$ cat config.mk
export PLATFORM = sky130hd
export DESIGN_NAME = clkmon_unit
export DESIGN_NICKNAME = d
export VERILOG_FILES = /design/src/rtl/clkmon_unit.sv
export SDC_FILE = /design/constraint.sdc
export NUM_CORES = 1
export LEC_CHECK = 0
export ABC_AREA = 0
export BUFFER_PORTS_ARGS = -buffer_cell sky130_fd_sc_hd__buf_2
export CAP_MARGIN = 20
export CORE_MARGIN = 5
export CORE_UTILIZATION = 30
export DETAILED_ROUTE_END_ITERATION = 6
export SLEW_MARGIN = 10
export SYNTH_ARGS = -nofsm -noshare
export SYNTH_HDL_FRONTEND = slang
export SYNTH_SLANG_ARGS = --single-unit
$ cat constraint.sdc
create_clock -name clk -period 4.75 [get_ports clk]
set_clock_uncertainty 0.05 [all_clocks]
set_input_delay 0.95 -clock clk [delete_from_list [all_inputs] [get_ports clk]]
set_output_delay 0.95 -clock clk [all_outputs]
set_load 0.01 [all_outputs]
$ cat src/rtl/clkmon_unit.sv
module clkmon_unit #(
  parameter int CW = 16
) (
  input  logic        clk,
  input  logic        rst_n,
  input  logic        pll_clk,
  input  logic        osc_clk,
  input  logic        irc_clk,
  input  logic        wr_en,
  input  logic [4:0]  addr,
  input  logic [31:0] wdata,
  output logic [31:0] rdata,
  output logic        irq
);
  localparam logic [4:0] A_CSR = 5'h00, A_FDR = 5'h04, A_HI = 5'h08,
                         A_LO  = 5'h0C, A_ISR = 5'h10, A_DUR = 5'h18;

  logic [2:0] s_pll, s_osc, s_irc;
  logic busy, range_en, min_en, per_mode, lock, hard;
  logic [2:0] ie, isr;
  logic [CW-1:0] min_lim, hi, lo, dur, fdr, win, cnt_a, cnt_b;

  function automatic logic [CW-1:0] bump(input logic [CW-1:0] v, input logic inc);
    return (inc && v != '1) ? v + CW'(1) : v;
  endfunction

  always_ff @(posedge clk or negedge rst_n)
    if (!rst_n) begin
      s_pll <= '0; s_osc <= '0; s_irc <= '0;
    end else begin
      s_pll <= {s_pll[1:0], pll_clk};
      s_osc <= {s_osc[1:0], osc_clk};
      s_irc <= {s_irc[1:0], irc_clk};
    end

  wire pll_rise = s_pll[1] & ~s_pll[2];
  wire osc_rise = s_osc[1] & ~s_osc[2];
  wire irc_rise = s_irc[1] & ~s_irc[2];

  wire [CW-1:0] a_nx = per_mode ? bump(cnt_a, 1'b1) : bump(cnt_a, pll_rise);
  wire [CW-1:0] b_nx = bump(cnt_b, osc_rise);
  wire [CW-1:0] w_nx = per_mode ? bump(win, irc_rise) : bump(win, 1'b1);
  wire [CW-1:0] lim  = (dur == '0) ? CW'(1) : dur;
  wire fin   = busy && (w_nx >= lim);
  wire cmp   = fin && !per_mode;

  wire wr_csr = wr_en && addr == A_CSR;
  wire start  = wr_csr && !lock && wdata[0] && !busy;
  wire [2:0] set_f = {cmp && min_en && (b_nx < min_lim),
                      cmp && range_en && (a_nx < lo),
                      cmp && range_en && (a_nx > hi)};
  wire [2:0] clr_f = (wr_en && addr == A_ISR) ? wdata[2:0] : 3'b000;

  always_ff @(posedge clk or negedge rst_n)
    if (!rst_n) begin
      busy <= 1'b0; win <= '0; cnt_a <= '0; cnt_b <= '0; fdr <= '0;
    end else if (start) begin
      busy <= 1'b1; win <= '0; cnt_a <= '0; cnt_b <= '0;
    end else if (busy) begin
      win <= w_nx; cnt_a <= a_nx; cnt_b <= b_nx;
      if (fin) begin
        busy <= 1'b0;
        fdr  <= a_nx;
      end
    end

  always_ff @(posedge clk or negedge rst_n)
    if (!rst_n) isr <= '0;
    else        isr <= (isr & ~clr_f) | set_f;

  always_ff @(posedge clk or negedge rst_n)
    if (!rst_n) begin
      range_en <= 1'b0; min_en <= 1'b0; per_mode <= 1'b0; ie <= '0;
      min_lim <= '0; lock <= 1'b0; hard <= 1'b0;
    end else if (wr_csr && !hard) begin
      if (!lock) begin
        range_en <= wdata[1];
        min_en   <= wdata[2];
        per_mode <= wdata[3];
        ie       <= wdata[6:4];
        min_lim  <= wdata[16 +: CW];
      end
      lock <= wdata[8];
      hard <= wdata[8] & wdata[9];
    end

  always_ff @(posedge clk or negedge rst_n)
    if (!rst_n) begin
      hi <= '0; lo <= '0; dur <= '0;
    end else if (wr_en) begin
      if (addr == A_HI)  hi  <= wdata[CW-1:0];
      if (addr == A_LO)  lo  <= wdata[CW-1:0];
      if (addr == A_DUR) dur <= wdata[CW-1:0];
    end

  always_comb
    case (addr)
      A_CSR:   rdata = {16'(min_lim), 6'b0, hard, lock, 1'b0, ie, per_mode, min_en, range_en, busy};
      A_FDR:   rdata = 32'(fdr);
      A_HI:    rdata = 32'(hi);
      A_LO:    rdata = 32'(lo);
      A_ISR:   rdata = {29'b0, isr};
      A_DUR:   rdata = 32'(dur);
      default: rdata = '0;
    endcase

  assign irq = |(isr & ie);
endmodule

==> results by stage <==
Run status:
- The flow ran to the end, and the final reports show no timing, DRC or antenna violations.

Hold path:
- In this run the worst hold path is classified as reg2reg.

Synthesis:
- The library cell occupying the most area in the post-synthesis netlist is dfrtp_1.
- The register area share after synthesis is 42.2%.
- After synthesis, the cell types taking the most area are dfrtp_1 42%, ha_1 9.2%, mux2_2 7.5%.
- For this run, the number of Yosys warnings is 0.
- The flop and latch count out of synthesis is around 150.
- After synthesis, the largest area contributor takes up 42.2% of total cell area.
- dfrtp_1 is the most common cell in the netlist.
- The synthesized netlist occupies a cell area of approximately 8800 um2.
- Synthesis produced a netlist whose cell count is between 800 and 900.
- After synthesis, the mean cell area works out to 10.1 um2.
- In the synthesized netlist the async set-or-reset flop fraction comes to 100%.
- The number of synthesized flops with an enable pin is 0.
- Ranked by instance count, the synthesized netlist is headed by 149 x dfrtp_1, 78 x nand2_1, 76 x inv_1, 65 x ha_1, 61 x o21ai_0.
- In this run, distinct cell masters in the synthesized netlist total 73.
- The number of nets handed over by synthesis was 984.
- The most used flip-flop cell after synthesis is dfrtp_1.

Die:
- The die covers between 30000 and 40000 um2.
- The area inside the core boundary is 28900 um2.
- The number of placement rows is slightly above 60.
- The die is 182 um wide.
- The count of pins on the block boundary is 76.
- The starting density of the core is a little under a third.
- The vertical die dimension is 182 um.

Clocking:
- The clock passes through at most 2 buffers.
- The number of gates resized after CTS is 0.
- The root buffer cell is clkbuf_16.
- The clock drives about 150 sinks.
- TritonCTS built the clock tree.
- The maximum level of the CTS H-tree is 4.
- For the worst-skew pair, the clock arrives at the later sink with an insertion delay of between 400 and 500 ps.
- The hold buffer count at CTS is 0.
- Counting the buffers created by CTS gives 17.
- After clock tree synthesis, the clock-pin slew on the worst setup and hold paths is ~60 ps.
- In this run the post-CTS setup repair buffer count came out at 0.

Worst setup path:
- For this run, the slowest stage of the critical path takes between 400 and 500 ps.
- The cell occurring most often along the worst timing path is ha_1.
- In this run the worst path has a maximum fanout of 12.
- Traced cell by cell, the critical path runs through ha_1, and3_1, a21oi_2, nand4_1, xnor2_1, ha_1, o21ai_0, a21oi_1, o211a_1, a2bb2oi_2, buf_4, mux2_2.
- Data on the critical path is required at its endpoint by 5020 ps.
- The critical path capture point type is a register.
- The kind of start point of the critical path is a register.
- The family with the most delay on the worst path is compound AO/OA/AOI/OAI gates.
- Together, buffers and inverters on the worst path number 1.
- Data on the critical path arrives at its endpoint at 4150 ps.
- The slowest stage of the critical path belongs to the cell a2bb2oi_2.
- The type of the worst setup path is reg2reg.

Detailed routing:
- The pre-antenna-repair detailed-routing pass consisted of 5 iterations.
- The routed design has 23.9 mm of wire.
- In the routed layout, each cell is associated on average with a via count of ~5.1.
- The DRC violations left is 0.
- In the final routed layout, each cell accounts on average for about 18 um.
- Once detail routing completed, the nets flagged for antenna violations numbered 0.
- The routed layout has around 7000 vias.
- After the first detailed-routing iteration, the DRC count stood at approximately 620.

Place:
- The count of buffers from port buffering is 75.
- Routability-driven placement finished with a final weighted congestion of 0.844.
- The total half-perimeter wirelength after legalization and detailed placement is 18.0 mm.

Global routing:
- In the global route stage, overall resource usage came out at 14.6%.
- The number of global-route vias before repair is between 6000 and 7000.
- The initial antenna violation count is 2.
- The largest net degree at the start of global routing is a little under 100.
- The aggregate global routing overflow is 0.
- The first global-routing pass estimated approximately 38 mm of wire.

Power and ir drop:
- The power density over the cells is roughly 400 nW/um2.
- For this design the static power due to leakage is 4.85 nW.
- VDD sags by at most about 0.00031 V.
- The final total power is 4.18 mW.

Timing:
- The fraction of the cycle the final worst path needs is 81.8%.
- Setup repair after global routing left no endpoint under its margin.
- The final hold violation count is 0.
- Headroom to the max-slew limit came out at a little over a third.
- The number of endpoints failing setup at the final stage is 0.
- For the pin with the worst max-slew slack, the measured transition is just under 1000 ps.
- The final-report max-slew violation count is 0.
- The total negative slack for setup checks is 0 ps.
- The shortest clock period the worst path allows after layout is approximately 4000 ps.
- For this run, the top clock speed supported by timing is ~260 MHz.

Finish:
- The area added between synthesis and finish is 15.9%.
- The core occupancy in the finished layout is 35.5%.
- The final layout net count is approximately 1100.
- The post-route netlist has around 20% of its cells at a drive strength greater than 1.
- The filler cell count is between 2000 and 3000.

Job:
- Max-cap violations in this run came to 0.
## path summary, 6_finish.rpt
kind                           from     endpoint  slack (ps)  cells past startpoint
hold reg to reg            s_pll[0]     s_pll[1]         300                      0
setup reg to reg             win[0]       fdr[7]         860                     12
hold / removal             s_pll[0]     s_pll[1]         300                      0
setup / recovery             win[0]       fdr[7]         860                     12
min in group asynchronous     rst_n  min_lim[11]         530                      1
max in group asynchronous     rst_n       win[7]        3100                      2
## flip-flops by register name, indices dropped and copies added (netlist names)
| register | cells |
|---|---|
| cnt_a | 16 |
| cnt_b | 16 |
| dur | 16 |
| fdr | 16 |
| hi | 16 |
| lo | 16 |
| min_lim | 16 |
| win | 16 |
| ie | 3 |
| isr | 3 |
| s_irc | 3 |
| s_osc | 3 |
| s_pll | 3 |
| busy | 1 |
| hard | 1 |
| lock | 1 |
| min_en | 1 |
| per_mode | 1 |
| range_en | 1 |
## power breakdown
group          switching, mW  total [mW]  internal [mW]
clock                  0.601        1.34          0.734
combinational          0.630        1.10          0.472
sequential             0.226        1.74           1.51
total                   1.46        4.18           2.72
## logic make-up (layout without fill, tap and decap cells)
family | count (synthesis) | after routing | synth area share, %
xor gates and xnor gates | 37 | 37 | 3.75
muxes | 92 | 92 | 11.3
AOI/OAI and AO/OA | 201 | 201 | 15.4
buffers and inverters | 113 | 193 | 4.93
other | 0 | 2 | 0
adders and majority gates | 65 | 65 | 9.21
DFF | 149 | 149 | 42.2
and+or+nand+nor | 219 | 219 | 13.2
## layout make-up
type                       count  area (um2)  area share (%)
inverter                      76         285            2.79
antenna                        2        5.00          0.0489
multi-input combinational    614        4710            46.0
clock inverter                15         145            1.42
tap                          384         480            4.69
timing repair buffer          85         457            4.46
sequential                   149        3730            36.4
clock buffer                  17         425            4.16
## layout by cell type (no fill, tap or decap), drive strengths merged, types with 4 or more instances in the layout
| cell | synthesis | routed |
|---|---|---|
| a31oi | 7 | 7 |
| nor4 | 7 | 7 |
| o21ai | 66 | 66 |
| o211ai | 4 | 4 |
| nor2 | 29 | 29 |
| nand3 | 21 | 21 |
| and2 | 18 | 18 |
| nor2b | 4 | 4 |
| nand4 | 21 | 21 |
| a211oi | 6 | 6 |
| a21o | 6 | 6 |
| a221o | 4 | 4 |
| xor2 | 9 | 9 |
| ha | 65 | 65 |
| o21a | 5 | 5 |
| clkinvlp | 0 | 4 |
| a22o | 35 | 35 |
| mux2i | 32 | 32 |
| nand2 | 78 | 78 |
| xnor2 | 28 | 28 |
| or3 | 4 | 4 |
| buf | 9 | 85 |
| o22ai | 13 | 13 |
| inv | 76 | 83 |
| and3 | 9 | 9 |
| clkbuf | 28 | 17 |
| o221ai | 6 | 6 |
| mux2 | 60 | 60 |
| a21oi | 25 | 25 |
| dfrtp | 149 | 149 |
| and4 | 6 | 6 |
| nor3 | 7 | 7 |
## stage by stage
stage / instances / setup slack (ps) / instance area, um2 / hold WS (ps)
6_report: 1342 / 865 / 10200 / 301
5_1_grt: 1342 / 553 / 10200 / 317
4_1_cts: 1340 / 827 / 10200 / 305
3_5_place_dp: 1308 / 822 / 9660 / 289
3_3_place_gp: 1308 / 909 / 9660 / 285
2_1_floorplan: 876 / 1410 / 8830 / 281
## per-layer routing
metal	vias up	part of all wire, %	routed length (um)	global-route usage, %
met3	41	3.2	765	2.30
met2	133	48	11500	24.0
li1	3324	-	-	-
met4	0	2.5	608	5.25
met5	-	0	0	0
met1	3329	46	11000	19.4
No activity file was read; power rests on OpenSTA's default activity.
